$ cat config.mk
export PLATFORM = sky130hd
export DESIGN_NAME = prio_cand_sorter
export DESIGN_NICKNAME = d
export VERILOG_FILES = /design/src/rtl/cand_sort_pkg.sv /design/src/rtl/csort_order_dec.sv /design/src/rtl/csort_key_build.sv /design/src/rtl/csort_argmin.sv /design/src/rtl/prio_cand_sorter.sv
export SDC_FILE = /design/constraint.sdc
export NUM_CORES = 1
export LEC_CHECK = 0
export BUFFER_PORTS_ARGS = -buffer_cell sky130_fd_sc_hd__buf_2
export CORE_UTILIZATION = 30
export CTS_BUF_LIST = sky130_fd_sc_hd__clkbuf_8
export CTS_CLUSTER_SIZE = 24
export DETAILED_ROUTE_END_ITERATION = 10
export SLEW_MARGIN = 40
export SYNTH_ARGS = -nofsm -noshare
export SYNTH_HDL_FRONTEND = slang
export SYNTH_HIERARCHICAL = 1
export SYNTH_SLANG_ARGS = --single-unit
$ cat constraint.sdc
create_clock -name clk_i -period 1.05 [get_ports clk_i]
set_clock_uncertainty 0.2 [all_clocks]
set_input_delay 0.1575 -clock clk_i [delete_from_list [all_inputs] [get_ports clk_i]]
set_output_delay 0.1575 -clock clk_i [all_outputs]
set_load 0.02 [all_outputs]
$ cat src/rtl/cand_sort_pkg.sv
package cand_sort_pkg;
  localparam int KEY_W   = 15;
  localparam int K_W     = 5;
  localparam int K_IN_W  = K_W + 1;
  localparam int CODE_W  = 3;
  localparam int NFLAG   = 3;
  localparam int TRK_BIT = KEY_W - 1;
  localparam int QLO_BIT = 5;           // quality field is key[7:5]
  localparam int QHI_BIT = QLO_BIT + NFLAG - 1;
  localparam int BK_LO   = 4;           // back-up field is key[6:4]

  typedef logic [KEY_W-1:0] key_t;
  typedef logic [NFLAG-1:0] qmask_t;    // bit2 -> key[7], bit0 -> key[5]

  // enable / flag vector layout
  localparam int F_HIGH  = 0;
  localparam int F_INNER = 1;
  localparam int F_CORR  = 2;
endpackage

$ cat src/rtl/csort_order_dec.sv
module csort_order_dec
  import cand_sort_pkg::*;
(
  input  logic       clk_i,
  input  logic       rst_ni,
  input  logic [2:0] order_sel_i,
  output qmask_t     pos_high_o,
  output qmask_t     pos_inner_o,
  output qmask_t     pos_corr_o,
  output logic       legal_o
);
  always_comb begin
    legal_o     = 1'b1;
    pos_high_o  = '0;
    pos_inner_o = '0;
    pos_corr_o  = '0;
    unique case (order_sel_i)
      3'd0: begin pos_high_o = 3'b100; pos_inner_o = 3'b010; pos_corr_o = 3'b001; end
      3'd1: begin pos_high_o = 3'b100; pos_corr_o  = 3'b010; pos_inner_o = 3'b001; end
      3'd2: begin pos_inner_o = 3'b100; pos_high_o = 3'b010; pos_corr_o = 3'b001; end
      3'd3: begin pos_inner_o = 3'b100; pos_corr_o = 3'b010; pos_high_o = 3'b001; end
      3'd4: begin pos_corr_o = 3'b100; pos_high_o  = 3'b010; pos_inner_o = 3'b001; end
      3'd5: begin pos_corr_o = 3'b100; pos_inner_o = 3'b010; pos_high_o = 3'b001; end
      default: legal_o = 1'b0;
    endcase
  end

  AST_PERM_FULL: assert property (@(posedge clk_i) disable iff (!rst_ni)
    legal_o |-> ((pos_high_o | pos_inner_o | pos_corr_o) == 3'b111)
                && $onehot0(pos_high_o) && $onehot0(pos_inner_o));
  AST_PERM_NONE: assert property (@(posedge clk_i) disable iff (!rst_ni)
    !legal_o |-> ((pos_high_o | pos_inner_o | pos_corr_o) == 3'b000));
endmodule

$ cat src/rtl/csort_key_build.sv
module csort_key_build
  import cand_sort_pkg::*;
(
  input  logic              clk_i,
  input  logic              rst_ni,
  input  logic              bkup_i,
  input  qmask_t            pos_high_i,
  input  qmask_t            pos_inner_i,
  input  qmask_t            pos_corr_i,
  input  logic              legal_i,
  input  logic [NFLAG-1:0]  en_first_i,
  input  logic [NFLAG-1:0]  en_second_i,
  input  logic [NFLAG-1:0]  en_carry_i,
  input  logic              valid_i,
  input  logic              second_i,
  input  logic              carry_i,
  input  logic              high_i,
  input  logic              inner_i,
  input  logic              corr_i,
  input  logic [K_IN_W-1:0] k_i,
  input  logic [CODE_W-1:0] code_i,
  output key_t              key_o
);
  logic [NFLAG-1:0] en_sel;
  qmask_t           qclr;
  logic             k_ok;

  assign en_sel = carry_i ? en_carry_i : (second_i ? en_second_i : en_first_i);
  assign k_ok   = (k_i[K_IN_W-1] == 1'b0);

  always_comb begin
    qclr = '0;
    if (legal_i) begin
      if (high_i  && en_sel[F_HIGH])  qclr = qclr | pos_high_i;
      if (inner_i && en_sel[F_INNER]) qclr = qclr | pos_inner_i;
      if (corr_i  && en_sel[F_CORR])  qclr = qclr | pos_corr_i;
    end
  end

  always_comb begin
    key_o = '1;
    if (valid_i) begin
      key_o[TRK_BIT] = second_i;
      if (bkup_i) begin
        unique case (code_i)
          3'd6:    key_o[BK_LO+2:BK_LO] = 3'b000;
          3'd5:    key_o[BK_LO+2:BK_LO] = 3'b001;
          3'd4:    key_o[BK_LO+2:BK_LO] = 3'b010;
          3'd3:    key_o[BK_LO+2:BK_LO] = 3'b101;
          3'd2:    key_o[BK_LO+2:BK_LO] = 3'b100;
          3'd0:    key_o[BK_LO+2:BK_LO] = 3'b110;
          default: key_o[BK_LO+2:BK_LO] = 3'b111;
        endcase
      end else if (k_ok) begin
        key_o[K_W-1:0]         = k_i[K_W-1:0];
        key_o[QHI_BIT:QLO_BIT] = ~qclr;
      end
    end
  end

  AST_INVALID_ONES: assert property (@(posedge clk_i) disable iff (!rst_ni)
    !valid_i |-> (key_o == '1));
  AST_FILL_ONES: assert property (@(posedge clk_i) disable iff (!rst_ni)
    valid_i |-> (key_o[TRK_BIT] == second_i) && (key_o[TRK_BIT-1:QHI_BIT+1] == '1));
  AST_K_RANGE: assert property (@(posedge clk_i) disable iff (!rst_ni)
    (valid_i && !bkup_i && k_i[K_IN_W-1]) |-> (key_o[TRK_BIT-1:0] == '1));
  AST_ORDER_ILLEGAL: assert property (@(posedge clk_i) disable iff (!rst_ni)
    (valid_i && !bkup_i && !legal_i) |-> (key_o[QHI_BIT:QLO_BIT] == '1));
  AST_MASK_OFF: assert property (@(posedge clk_i) disable iff (!rst_ni)
    (valid_i && !bkup_i && en_sel == '0) |-> (key_o[QHI_BIT:QLO_BIT] == '1));
  AST_BK_FILL: assert property (@(posedge clk_i) disable iff (!rst_ni)
    (valid_i && bkup_i) |-> (key_o[BK_LO-1:0] == '1) && key_o[QHI_BIT]);
endmodule

$ cat src/rtl/csort_argmin.sv
module csort_argmin
  import cand_sort_pkg::*;
#(
  parameter int N_CAND = 4,
  parameter int IDX_W  = 2
) (
  input  logic              clk_i,
  input  logic              rst_ni,
  input  key_t              keys_i [N_CAND],
  input  logic [N_CAND-1:0] valid_i,
  output key_t              best_key_o,
  output logic [IDX_W-1:0]  best_idx_o,
  output logic              any_valid_o
);
  // rank = {invalid, key}; strict less-than keeps the lower index on ties
  logic [KEY_W:0]   acc_rank [N_CAND];
  logic [IDX_W-1:0] acc_idx  [N_CAND];

  for (genvar i = 0; i < N_CAND; i++) begin : g_chain
    logic [KEY_W:0] rank;
    assign rank = {~valid_i[i], keys_i[i]};
    if (i == 0) begin : g_first
      assign acc_rank[i] = rank;
      assign acc_idx[i]  = '0;
    end else begin : g_next
      logic take;
      assign take        = rank < acc_rank[i-1];
      assign acc_rank[i] = take ? rank : acc_rank[i-1];
      assign acc_idx[i]  = take ? IDX_W'(i) : acc_idx[i-1];
    end
  end

  assign best_key_o  = acc_rank[N_CAND-1][KEY_W-1:0];
  assign best_idx_o  = acc_idx[N_CAND-1];
  assign any_valid_o = |valid_i;

  for (genvar i = 0; i < N_CAND; i++) begin : g_chk
    AST_MIN_KEY: assert property (@(posedge clk_i) disable iff (!rst_ni)
      valid_i[i] |-> (best_key_o <= keys_i[i]));
    AST_TIE_LOW: assert property (@(posedge clk_i) disable iff (!rst_ni)
      (valid_i[i] && keys_i[i] == best_key_o) |-> (best_idx_o <= IDX_W'(i)));
  end
endmodule

$ cat src/rtl/prio_cand_sorter.sv
module prio_cand_sorter
  import cand_sort_pkg::*;
#(
  parameter int N_CAND = 4,
  localparam int IDX_W = (N_CAND > 1) ? $clog2(N_CAND) : 1
) (
  input  logic                     clk_i,
  input  logic                     rst_ni,
  input  logic                     bkup_mode_i,
  input  logic [2:0]               order_sel_i,
  input  logic [NFLAG-1:0]         en_first_i,
  input  logic [NFLAG-1:0]         en_second_i,
  input  logic [NFLAG-1:0]         en_carry_i,
  input  logic [N_CAND-1:0]        cand_valid_i,
  input  logic [N_CAND-1:0]        cand_second_i,
  input  logic [N_CAND-1:0]        cand_carry_i,
  input  logic [N_CAND-1:0]        cand_high_i,
  input  logic [N_CAND-1:0]        cand_inner_i,
  input  logic [N_CAND-1:0]        cand_corr_i,
  input  logic [N_CAND*K_IN_W-1:0] cand_k_i,
  input  logic [N_CAND*CODE_W-1:0] cand_code_i,
  output logic                     win_valid_o,
  output logic [IDX_W-1:0]         win_idx_o,
  output logic [KEY_W-1:0]         win_key_o
);
  qmask_t           pos_high, pos_inner, pos_corr;
  logic             legal;
  key_t             keys [N_CAND];
  key_t             best_key;
  logic [IDX_W-1:0] best_idx;
  logic             any_valid;

  csort_order_dec u_order_dec (
    .clk_i       (clk_i),
    .rst_ni      (rst_ni),
    .order_sel_i (order_sel_i),
    .pos_high_o  (pos_high),
    .pos_inner_o (pos_inner),
    .pos_corr_o  (pos_corr),
    .legal_o     (legal)
  );

  for (genvar i = 0; i < N_CAND; i++) begin : g_key
    csort_key_build u_key (
      .clk_i       (clk_i),
      .rst_ni      (rst_ni),
      .bkup_i      (bkup_mode_i),
      .pos_high_i  (pos_high),
      .pos_inner_i (pos_inner),
      .pos_corr_i  (pos_corr),
      .legal_i     (legal),
      .en_first_i  (en_first_i),
      .en_second_i (en_second_i),
      .en_carry_i  (en_carry_i),
      .valid_i     (cand_valid_i[i]),
      .second_i    (cand_second_i[i]),
      .carry_i     (cand_carry_i[i]),
      .high_i      (cand_high_i[i]),
      .inner_i     (cand_inner_i[i]),
      .corr_i      (cand_corr_i[i]),
      .k_i         (cand_k_i[i*K_IN_W +: K_IN_W]),
      .code_i      (cand_code_i[i*CODE_W +: CODE_W]),
      .key_o       (keys[i])
    );
  end

  csort_argmin #(.N_CAND(N_CAND), .IDX_W(IDX_W)) u_argmin (
    .clk_i       (clk_i),
    .rst_ni      (rst_ni),
    .keys_i      (keys),
    .valid_i     (cand_valid_i),
    .best_key_o  (best_key),
    .best_idx_o  (best_idx),
    .any_valid_o (any_valid)
  );

  always_ff @(posedge clk_i or negedge rst_ni) begin
    if (!rst_ni) begin
      win_valid_o <= 1'b0;
      win_idx_o   <= '0;
      win_key_o   <= '1;
    end else begin
      win_valid_o <= any_valid;
      win_idx_o   <= best_idx;
      win_key_o   <= best_key;
    end
  end

  AST_OUT_VALID: assert property (@(posedge clk_i) disable iff (!rst_ni)
    1'b1 |=> (win_valid_o == $past(|cand_valid_i)));
  AST_IDLE_KEY: assert property (@(posedge clk_i) disable iff (!rst_ni)
    !win_valid_o |-> (win_key_o == '1) && (win_idx_o == '0));
  AST_WIN_PRESENT: assert property (@(posedge clk_i) disable iff (!rst_ni)
    1'b1 |=> (!win_valid_o || $past(cand_valid_i[best_idx])));
endmodule

### Yosys cells after proc, flatten, opt, wreduce, memory -nomap -nowiden

Index checks and enable logic that the tools add are counted.

* register bits: 18
* bits of input ports: 75
* logic and storage cells: 145

* $lt $le $gt $ge: 3
* eq/ne operators: 25
* mux-type cells: 70
* bitwise logic cells: 16
* reductions and logical operators: 28

Operator list (count)
* 3-bit two-way mux: 36
* 3-bit case mux with 6 select lines: 4
* 8-bit two-way mux: 8
* 16-bit less-than comparator: 3
* 3-bit equality test, second input constant: 14
* 16-bit two-way mux: 2
* 3-bit by 2-bit equality test with 1-bit output, second input constant: 10
* 3-bit case mux with 3 select lines: 3
* 3-bit bitwise OR: 8
* 2-bit OR reduction: 9
* 4-bit two-way mux: 4
* 3-bit zero test: 5
* 15-bit two-way mux: 1
* 1-bit logical AND: 12
* 3-bit NOT: 4
* 1-bit two-way mux: 10
* 6-bit OR reduction: 1
* 2-bit two-way mux: 2
* 1-bit NOT: 4
* 4-bit OR reduction: 1
* 3-bit by 1-bit equality test with 1-bit output, second input constant: 1

### Depth between registers and ports, before layout

* word-level depth: 21
* depth in mapped cells: 36
* depth with buffers taken out: 30

### By module

Netlist, hierarchy kept.

By module, submodules not included
* csort_argmin: times used 1, cells each 257, area each 1813.0 µm²
* csort_key_build: times used 4, cells each 43, area each 304.0 µm²
* prio_cand_sorter: times used 1, cells each 18, area each 469.2 µm²
* csort_order_dec: times used 1, cells each 13, area each 76.3 µm²

### Worst setup path after synthesis

No wires, ideal clock.

* kind: in2reg
* start: in cand_second_i[0]
* end: reg win_key_o[7]
* library setup time: 82 ps
* arrival time: 6637 ps
* required time: 768 ps
* setup slack: -5870 ps
* cell stages on the path: 33
* cell sequence: mux2_4 > o211a_1 > a22o_1 > o311ai_2 > inv_1 > ha_1 > a21oi_1 > o21ai_0 > a32o_1 > nor2_1 > clkbuf_1 > clkbuf_1 > a21oi_1 > ha_1 > o21ai_0 > a221o_1 > or2_1 > nand2_1 > nand3_1 > o311ai_1 > buf_6 > mux2i_1 > inv_1 > ha_1 > a21o_1 > a21o_1 > a21oi_1 > nor3_1 > or4_1 > a41oi_1 > a21oi_2 > buf_4 > mux2_2

RTL lines
* start: declaration: RTL line prio_cand_sorter.sv:15 `input logic [N_CAND-1:0] cand_second_i,`
* end signal: assignment: RTL line prio_cand_sorter.sv:85 `win_key_o <= best_key;`
* end: declaration: RTL line prio_cand_sorter.sv:24 `output logic [KEY_W-1:0] win_key_o`

==> metrics.yaml <==
syn_area_mm2: 0.003575
relSlewSlack: 0.5601
period_needed_ns: 6.825
ys_warn_count: 6
finalHoldViolCount: 0
fin_area_mm2: 0.006397
vdd_drop_max_uv: 708.2
drv_slew: 0
place_congestion: 0.8699
criticalPathCategory: "input pin to flop"
synth_fa_ha_area_frac: 0.1575
drive_above_1_share: 0.5503
htreeDepth: 1
tightestPinTransition_ns: 0.6599
crit_path_frequent_cell: "ha_4"
powerDensity_mw_per_mm2: 1155
dp_hpwl_mm: 9.305
grt_usage: 0.2048
ys_types: 50
critical_path.max_fanout: 8
critPathMaxStageDelay_ns: 0.55
required_ns: 1.04
numCtsBuffers: 3
final_util: 0.5555
timing.final.crit_share: 6.500
first_pass_iters: 7
core_area_mm2: 0.01152
hold_path_depth: 3
dieArea_mm2: 0.01236
drc_errors: 4
overflow: 0
seq_area_frac_synth: 0.1313
ant_nets: 0
max_freq_ghz: 0.1465
synth_edf_count: 0
synth-xor-area-share: 0.01470
drtIter0Drc: 132
p_leak_nw: 3.305
synthArstFlopShare: 1.000
synth_top_family_by_area: "compound AO/OA/AOI/OAI gates"
vias_per_cell: 4.962
grt_max_degree: 19
end_kind: "flop"
postPlaceCellArea_mm2: 0.005126
rsz0062_at_grt: "true"
io_pins: 93
num_vias: 4406
timing.final.ws_setup_ns: -5.775
initial_core_util: 0.3104
syn_inst: 460
critPathArrivalTime_ns: 6.81
worst_hold_slack_ns: 0.08599
area_growth_pct: 78.96
ys.flop_type: "dfstp_2"
violations: "design-rule violations, negative setup slack"
cp-start-kind: "input pin"
power.total_mw: 7.387
wl_per_cell_um: 14.60
dp_slack_ns: -6.089
diodes: 0
synth-compound-area-share: 0.2296
row_count: 39
muxShareOfSynthArea: 0.1281
setup-violations-final: 35
clk_root_buffer_cell: "clkbuf_8"
die_w_um: 111.2
antenna_found_initial: 0
synthSimpleGateAreaFrac: 0.2107
cap_violations: 0
grt_pass1_vias: 4700
grt_pass1_wl_mm: 20.97
syn_avg_cell_area_um2: 7.771
wl_mm: 12.97
numPortBuffers: 92
fin_nets: 866
path_clk_slew_ns: 0.07
critPathSlowestCell: "or4_4"
outcome: "complete, but fails checks"
die_height_um: 111.2
cts_tree: "built"
ys_ff_latch: 18
clk_path_buf_depth: 2
hp-class: "input pin to flop"
clock_sinks: 18
-- power breakdown --
part / internal [mW] / leakage [nW] / switching [mW]
combinational: 3.11 / 3.09 / 2.59
clock: 0.333 / 0.0288 / 0.231
sequential: 1.03 / 0.187 / 0.0996
-- layout make-up --
type | count | area (µm²)
clock buffers | 4 | 55.05
fillers | 979 | 5119
inverters | 57 | 214.0
multi-input cells | 375 | 3312
flip-flops and latches | 18 | 469.2
well taps | 143 | 178.9
repair buffers | 291 | 2168
-- cells in the mapped netlist (5+ instances only) --
cell	count	area (µm²)
nand2_1	27	101.4
nor2b_1	10	62.56
nor3b_1	5	37.54
o211a_1	8	80.08
a31oi_1	5	31.28
ha_1	45	563.0
inv_1	57	214.0
dfstp_2	15	394.1
xnor2_1	6	52.55
mux2_2	22	247.7
mux2i_1	15	150.1
nand4_1	9	56.30
a21o_1	7	52.55
buf_4	26	195.2
nand2b_1	34	212.7
a22o_1	16	140.1
nor3_1	6	30.03
o21ai_0	18	90.09
nor2_1	38	142.6
o211ai_1	8	60.06
a21oi_1	26	130.1
nand3_1	9	45.04
-- per-stage QoR --
stage | instances | setup TNS, ns
global route | 888 | -104.46
global placement | 818 | -101.37
detailed placement | 818 | -103.08
finish | 888 | -100.30
CTS | 880 | -96.54
floorplan | 480 | -90.10
-- placed cells by master, fill, tap and decap left out, drive strengths merged, types with 6 or more instances in the layout --
cell type,Yosys,layout
nand4,9,9
conb,4,24
o211a,8,8
nor3,6,6
mux2,26,26
nor2b,10,10
nand2b,34,34
nand3,9,9
inv,57,57
o311ai,6,6
a21o,7,7
o211ai,8,8
o21ai,19,19
ha,45,45
xnor2,6,6
a22o,16,16
mux2i,15,15
nand2,27,27
buf,28,290
dfstp,15,15
a21oi,27,28
nor2,38,38
-- cell families after synthesis --
family                   Yosys count
AO/OA/AOI/OAI                    111
flip-flops                        18
adder cells (fa/ha/maj)           45
AND/OR/NAND/NOR                  147
buffers and inverters             88
XOR/XNOR                           6
other                              4
multiplexers                      41
-- worst max-delay path, delay by kind of cell --
family	cells	cell delay (ns)
buf+inv	6	0.79
mux	3	0.88
fa+ha+maj	3	0.65
compound gates	13	2.79
simple gates	9	1.51
-- sequential cells by signal (all words and copies together) (netlist names) --
signal and count:
win_key_o 15, win_valid_o 1, win_idx_o 2
-- routing by layer --
metal  global-route usage  up-vias  wire (µm)
met5                    0        -          0
met4              0.06486        0        348
met3              0.02952       26        466
met2               0.3963      124       6828
met1               0.2266     2088       5323
li1                     -     2168          -
-- repair_timing --
| item | 4_1_cts | 5_1_grt |
|---|---|---|
| pin swaps | 17 | 32 |
| buffers inserted | 54 | 10 |
| endpoints found under the setup margin | 35 | 35 |
| endpoints found under the hold margin | 18 | 0 |
| gates cloned | 3 | 0 |
| hold buffers | 1 | 0 |
| resized for setup | 106 | 47 |
-- path summary, 6_finish.rpt --
check | startpoint | to | slack [ns]
setup / recovery | cand_second_i[1] | win_key_o[6] | -5.77
min in group asynchronous | rst_ni | win_valid_o | 0.17
hold / removal | cand_k_i[21] | win_key_o[3] | 0.09
max in group asynchronous | rst_ni | win_key_o[1] | 0.16
(Power assumes the default switching activity.)
